`src/rtl/msi_term_pkg.sv`:
```
package msi_term_pkg;
  localparam int NUM_GRP     = 16;
  localparam int IDX_PER_GRP = 8;
  localparam int VEC_PER_IDX = 16;
  localparam int GRP_W       = $clog2(NUM_GRP);
  localparam int IDX_W       = $clog2(IDX_PER_GRP);
  localparam int VEC_W       = $clog2(VEC_PER_IDX);
  localparam int NUM_REG     = NUM_GRP * IDX_PER_GRP;
  localparam int REG_W       = $clog2(NUM_REG);
  localparam int NUM_VEC     = NUM_REG * VEC_PER_IDX;
  localparam int WIN_LSB     = 16;  // each register owns a 64 KiB window

  typedef struct packed {
    logic             idx_hit;
    logic             sum_hit;
    logic [GRP_W-1:0] grp;
    logic [IDX_W-1:0] idx;
  } msi_dec_t;
endpackage

```
`src/rtl/msi_addr_decode.sv`:
```
module msi_addr_decode
  import msi_term_pkg::*;
#(
  parameter int ADDR_W = 24
) (
  input  logic [ADDR_W-1:0] addr,
  output msi_dec_t          dec
);
  // termination space: [MSB]=0, group above index above the window offset
  localparam int IDX_LSB = WIN_LSB;
  localparam int GRP_LSB = WIN_LSB + IDX_W;
  // summary space: [MSB]=1, group directly above the window offset
  localparam int PAD_LSB = WIN_LSB + GRP_W;
  localparam int PAD_MSB = ADDR_W - 2;

  logic win_zero;
  logic top_bit;
  logic pad_zero;

  always_comb begin
    win_zero = (addr[WIN_LSB-1:0] == '0);
    top_bit  = addr[ADDR_W-1];
    pad_zero = (addr[PAD_MSB:PAD_LSB] == '0);
    dec.idx_hit = win_zero && !top_bit;
    dec.sum_hit = win_zero && top_bit && pad_zero;
    if (top_bit) begin
      dec.grp = addr[WIN_LSB +: GRP_W];
      dec.idx = '0;
    end else begin
      dec.grp = addr[GRP_LSB +: GRP_W];
      dec.idx = addr[IDX_LSB +: IDX_W];
    end
  end
endmodule

```
`src/rtl/msi_index_reg.sv`:
```
module msi_index_reg
  import msi_term_pkg::*;
(
  input  logic                   clk,
  input  logic                   rst_n,
  input  logic                   set_en,
  input  logic [VEC_W-1:0]       set_sel,
  input  logic                   clr_en,
  output logic [VEC_PER_IDX-1:0] pend_o
);
  logic [VEC_PER_IDX-1:0] pend_q;
  logic [VEC_PER_IDX-1:0] pend_d;
  logic                   pend_ce;

  always_comb begin
    pend_ce = set_en | clr_en;
    pend_d  = pend_q;
    if (clr_en) pend_d = '0;
    if (set_en) pend_d[set_sel] = 1'b1;  // set wins over same-cycle clear
  end

  always_ff @(posedge clk or negedge rst_n) begin
    if (!rst_n)       pend_q <= '0;
    else if (pend_ce) pend_q <= pend_d;
  end

  assign pend_o = pend_q;
endmodule

```
`src/rtl/msi_group_summary.sv`:
```
module msi_group_summary
  import msi_term_pkg::*;
(
  input  logic [NUM_VEC-1:0] pend_flat,
  output logic [NUM_REG-1:0] sum_flat,
  output logic [NUM_GRP-1:0] irq
);
  for (genvar r = 0; r < NUM_REG; r++) begin : g_reg
    assign sum_flat[r] = |pend_flat[r*VEC_PER_IDX +: VEC_PER_IDX];
  end
  for (genvar g = 0; g < NUM_GRP; g++) begin : g_grp
    assign irq[g] = |sum_flat[g*IDX_PER_GRP +: IDX_PER_GRP];
  end
endmodule

```
`src/rtl/msi_term_unit.sv`:
```
module msi_term_unit
  import msi_term_pkg::*;
#(
  parameter int ADDR_W = 24,
  parameter int DATA_W = 32
) (
  input  logic              clk,
  input  logic              rst_n,
  input  logic              wr_en,
  input  logic [ADDR_W-1:0] wr_addr,
  input  logic [DATA_W-1:0] wr_data,
  input  logic              rd_en,
  input  logic [ADDR_W-1:0] rd_addr,
  output logic [DATA_W-1:0] rd_data,
  output logic              rd_valid,
  output logic [NUM_GRP-1:0] irq_o
);
  msi_dec_t           wdec;
  msi_dec_t           rdec;
  logic [REG_W-1:0]   wreg;
  logic [REG_W-1:0]   rreg;
  logic               wr_ok;
  logic               rd_clr;
  logic [NUM_VEC-1:0] pend_flat;
  logic [NUM_REG-1:0] sum_flat;
  logic [DATA_W-1:0]  rd_word;
  logic [DATA_W-1:0]  rd_data_q;
  logic               rd_valid_q;

  msi_addr_decode #(.ADDR_W(ADDR_W)) u_wdec (.addr(wr_addr), .dec(wdec));
  msi_addr_decode #(.ADDR_W(ADDR_W)) u_rdec (.addr(rd_addr), .dec(rdec));

  always_comb begin
    wreg   = {wdec.grp, wdec.idx};
    rreg   = {rdec.grp, rdec.idx};
    wr_ok  = wr_en && wdec.idx_hit && (wr_data[DATA_W-1:VEC_W] == '0);
    rd_clr = rd_en && rdec.idx_hit;
  end

  for (genvar r = 0; r < NUM_REG; r++) begin : g_term
    msi_index_reg u_reg (
      .clk    (clk),
      .rst_n  (rst_n),
      .set_en (wr_ok && (wreg == REG_W'(r))),
      .set_sel(wr_data[VEC_W-1:0]),
      .clr_en (rd_clr && (rreg == REG_W'(r))),
      .pend_o (pend_flat[r*VEC_PER_IDX +: VEC_PER_IDX])
    );
  end

  msi_group_summary u_sum (
    .pend_flat(pend_flat),
    .sum_flat (sum_flat),
    .irq      (irq_o)
  );

  always_comb begin
    rd_word = '0;
    if (rdec.idx_hit)
      rd_word[VEC_PER_IDX-1:0] = pend_flat[rreg*VEC_PER_IDX +: VEC_PER_IDX];
    else if (rdec.sum_hit)
      rd_word[IDX_PER_GRP-1:0] = sum_flat[rdec.grp*IDX_PER_GRP +: IDX_PER_GRP];
  end

  always_ff @(posedge clk or negedge rst_n) begin
    if (!rst_n) begin
      rd_valid_q <= 1'b0;
      rd_data_q  <= '0;
    end else begin
      rd_valid_q <= rd_en;
      if (rd_en) rd_data_q <= rd_word;
    end
  end

  assign rd_valid = rd_valid_q;
  assign rd_data  = rd_data_q;
endmodule

```
`config.mk`:
```
export PLATFORM = sky130hd
export DESIGN_NAME = msi_term_unit
export DESIGN_NICKNAME = d
export VERILOG_FILES = /design/src/rtl/msi_term_pkg.sv /design/src/rtl/msi_addr_decode.sv /design/src/rtl/msi_index_reg.sv /design/src/rtl/msi_group_summary.sv /design/src/rtl/msi_term_unit.sv
export SDC_FILE = /design/constraint.sdc
export NUM_CORES = 2
export LEC_CHECK = 0
export CAP_MARGIN = 30
export CORE_UTILIZATION = 40
export DETAILED_ROUTE_END_ITERATION = 10
export HOLD_SLACK_MARGIN = 0.06
export SYNTH_ARGS = -nofsm -noshare
export SYNTH_HDL_FRONTEND = slang
export SYNTH_SLANG_ARGS = --single-unit
```
`constraint.sdc`:
```
create_clock -name clk -period 2.6 [get_ports clk]
set_input_delay 0.52 -clock clk [delete_from_list [all_inputs] [get_ports clk]]
set_output_delay 0.52 -clock clk [all_outputs]
set_load 0.005 [all_outputs]
```
==> results.toml <==
[route]
drtIter0Drc = 14500
routed_wl_um = 525000
drt_pass1_iterations = 10
remaining_drc_errors = 0
antenna_left = 0
wire_per_inst_um = 32.3
vias_per_cell = 6.32
vias = 103000

[worst_setup_path]
crit_buf_inv = 4
start_kind = "flip-flop"
crit_family = "simple AND/OR/NAND/NOR gates"
required_ns = 2.08
crit_type = "reg2out"
cp_slowest_stage_delay_ns = 0.40
cp-end-kind = "output port"
slowest_stage = "dfrtp_1"
cp_max_fo = 2
crit_chain = "nor4_2, buf_4, nand4_1, buf_6, nor4_4, buf_4, nand2_4, buf_6"
cp.arrival_ns = 2.77

[timing]
hold_ws_ns = 0.283
layout_setup_ws_ns = -0.691
tns_ns = -183.79
grt_setup_unrepaired = "true"
slew_headroom_pct = 33.2
fin_crit_sh_pct = 127
worstMarginPinSlew_ns = 1.00
setup_viol = 1190
fin_skew_ns = 0.0799
hold_violations = 0
min_period_ns = 3.29
maxSlewViolCount = 0
fmax_mhz = 304

[finish]
num-nets-final = 12900
drive_above_1_share_pct = 30.1
syn_to_final_growth_pct = 40.1
finalNonFillerCells = 16300

[yosys]
syn_inst = 10700
ys_async_sr_fraction_pct = 100
synth-seq-area-share_pct = 52.5
synth-edff-count = 0
yosysWarnings = 0
synth_top_flop_cell = "dfrtp_1"
synth.cell_area_mm2 = 0.0985
synth_top_cell_area_share_pct = 52.5
synth.distinct_cells = 85
ys_ff_latch = 2065
yosysTopAreaCell = "dfrtp_1"
syn_area_per_cell_um2 = 9.18
synth.top_cells.by_area = "dfrtp_1, o21ai_0, nand2_1, mux2i_1, nor4_1"

[clock_tree]
cts_tree = "done"
cts_buffer_depth = 3
cts_root_buffer = "clkbuf_16"
clock_latency_ns = 0.96
numClockSinks = 2065
numCtsBuffers = 228
clk_pin_slew_worst_paths_ns = 0.06
cts_max_level = 4

[status]
violations = "negative setup slack"
status = "finished, violations left"

[floorplanning]
initial_utilization_pct = 40.4
rows = 181
io_pins = 133
coreArea_mm2 = 0.244
dieArea_mm2 = 0.248
die_y_um = 498
die_w_um = 498

[flow_run]
drv_cap = 0

[global_route]
grt_max_degree = 76
grt_usage_pct = 41.2
grt_pass1_vias = 99400
overflow = 0
antenna_found_initial = 42
grt_pass1_wl_um = 737000

[placement]
post-dp-hpwl_um = 378000
dp.cells = 15700
io_buffers = 116
place.gp.congestion = 1.06

[power]
total_leakage_power_nw = 62.4
power_density_mw_per_mm2 = 549
irDropWorstVdd_mv = 0.629

[hold_path]
min_path_type = "in2async"
logic make-up after synthesis:
| kind of cell | Yosys count | synth area share [%] |
|---|---|---|
| flip-flops | 2065 | 52.5 |
| other | 1 | 0.00381 |
| buffers and inverters | 946 | 4.14 |
| multiplexers | 552 | 5.87 |
| AO/OA/AOI/OAI | 3322 | 19.3 |
| AND/OR/NAND/NOR | 3850 | 18.2 |
power breakdown:
| group | internal [W] | total [W] | switching (W) |
|---|---|---|---|
| clock | 0.0209 | 0.0358 | 0.0149 |
| combinational | 0.00269 | 0.00790 | 0.00521 |
| sequential | 0.0321 | 0.0322 | 0.0000175 |
Yosys cell counts (all sizes together) (9+ instances only):
| cell type | n |
|---|---|
| a32oi | 10 |
| dfrtp | 2065 |
| nor2 | 195 |
| a41oi | 10 |
| o2111ai | 13 |
| a222oi | 17 |
| o32ai | 36 |
| nand2b | 12 |
| nor3 | 62 |
| nor3b | 183 |
| mux2 | 101 |
| nand4 | 214 |
| a2bb2oi | 16 |
| nand2 | 2405 |
| nand3b | 38 |
| buf | 337 |
| nor4 | 568 |
| a21oi | 284 |
| nor2b | 14 |
| o311ai | 11 |
| a221o | 40 |
| o22ai | 174 |
| a22oi | 71 |
| mux2i | 441 |
| o211ai | 72 |
| a31oi | 26 |
| o221ai | 107 |
| nand3 | 83 |
| or3b | 9 |
| and2 | 38 |
| o21ai | 2227 |
| a211oi | 43 |
| a221oi | 72 |
| clkbuf | 602 |
| mux4 | 10 |
| o31ai | 10 |
layout make-up:
| type | count | area (µm²) |
|---|---|---|
| multi-input combinational | 7742 | 47200 |
| inverter | 7 | 32.5 |
| clock buffer | 321 | 6660 |
| timing repair buffer | 2806 | 26800 |
| antenna | 29 | 72.6 |
| sequential | 2065 | 51700 |
| clock inverter | 103 | 1630 |
| tap | 3202 | 4010 |
| fill | 21200 | 106000 |
sequential cells by signal (all words and copies together) (netlist names):
register and count:
g_term.u_reg.pend_o 2048, rd_data 16, rd_valid 1
placed cells by master, fill, tap and decap left out, types with 40 or more instances in the layout:
cell type and instances:
o21ai_2 82, o221ai_1 105, mux2i_1 430, a221oi_1 68, a22oi_1 66, a221o_1 40, o211ai_1 72, nand3_1 77
a211oi_1 43, buf_12 380, o22ai_1 171, buf_6 81, nor4_1 323, clkbuf_8 60, o21ai_1 324, nor2_1 177
nor3_1 48, nor4_4 78, nor4_2 167, nor3b_1 180, dfrtp_1 2052, mux2_2 99, clkinv_2 50, nand4_1 214
clkdlybuf4s50_1 78, nand2_2 118, nand2_1 2171, nand2_4 92, a21oi_1 280, o21ai_0 1819, buf_4 2208, clkbuf_16 234
per-stage QoR:
step                      setup WS (ns)  total power, W  area (µm²)  utilization [%]
final                            -0.691          0.0758      138000             56.6
after global routing             -0.760          0.0773      138000             56.6
after CTS                        -0.788          0.0756      135000             55.4
after detailed placement          -1.48          0.0402      123000             50.6
after global placement            -1.55          0.0402      123000             50.6
after floorplan                  0.0191          0.0351       98600                -
what timing repair did:
item,CTS,global route
endpoints found under the setup margin,1171,1464
endpoints found under the hold margin,36,0
cloned,18,13
gates resized for setup,632,675
pin swaps,173,231
buffers inserted,112,51
hold buffers,1,0
worst register-to-register path, stage by stage (launching register included):
cell and delay [ns]:
dfrtp_1 0.39, buf_4 0.14, nor3b_1 0.18, a21oi_1 0.09, o221ai_1 0.31, o21ai_0 0.26
o21ai_1 0.32, buf_4 0.22, nand4_1 0.37, a31o_2 0.39
layer usage:
layer  share of wire, %  GRT usage [%]  up-vias
met2                 42           59.8     6741
met1                 39           54.4    51300
li1                   -              -    43300
met5              0.029              0        -
met4                7.7           27.0       20
met3                 11           10.7     1505
path summary, 6_finish.rpt:
path                                             from                         end  slack [ns]  depth (start not counted)
min                                             rst_n  g_term[10].u_reg.pend_o[0]        0.28                          2
max reg2reg                g_term[45].u_reg.pend_o[6]                  rd_data[6]       -0.22                          9
min in group clk            g_term[2].u_reg.pend_o[2]   g_term[2].u_reg.pend_o[2]        0.50                          2
max                        g_term[5].u_reg.pend_o[11]                    irq_o[0]       -0.69                          8
max in group asynchronous                       rst_n                  rd_data[8]        1.18                          4
min reg2reg                 g_term[2].u_reg.pend_o[2]   g_term[2].u_reg.pend_o[2]        0.50                          2
Power figures use the tool's default switching activity.
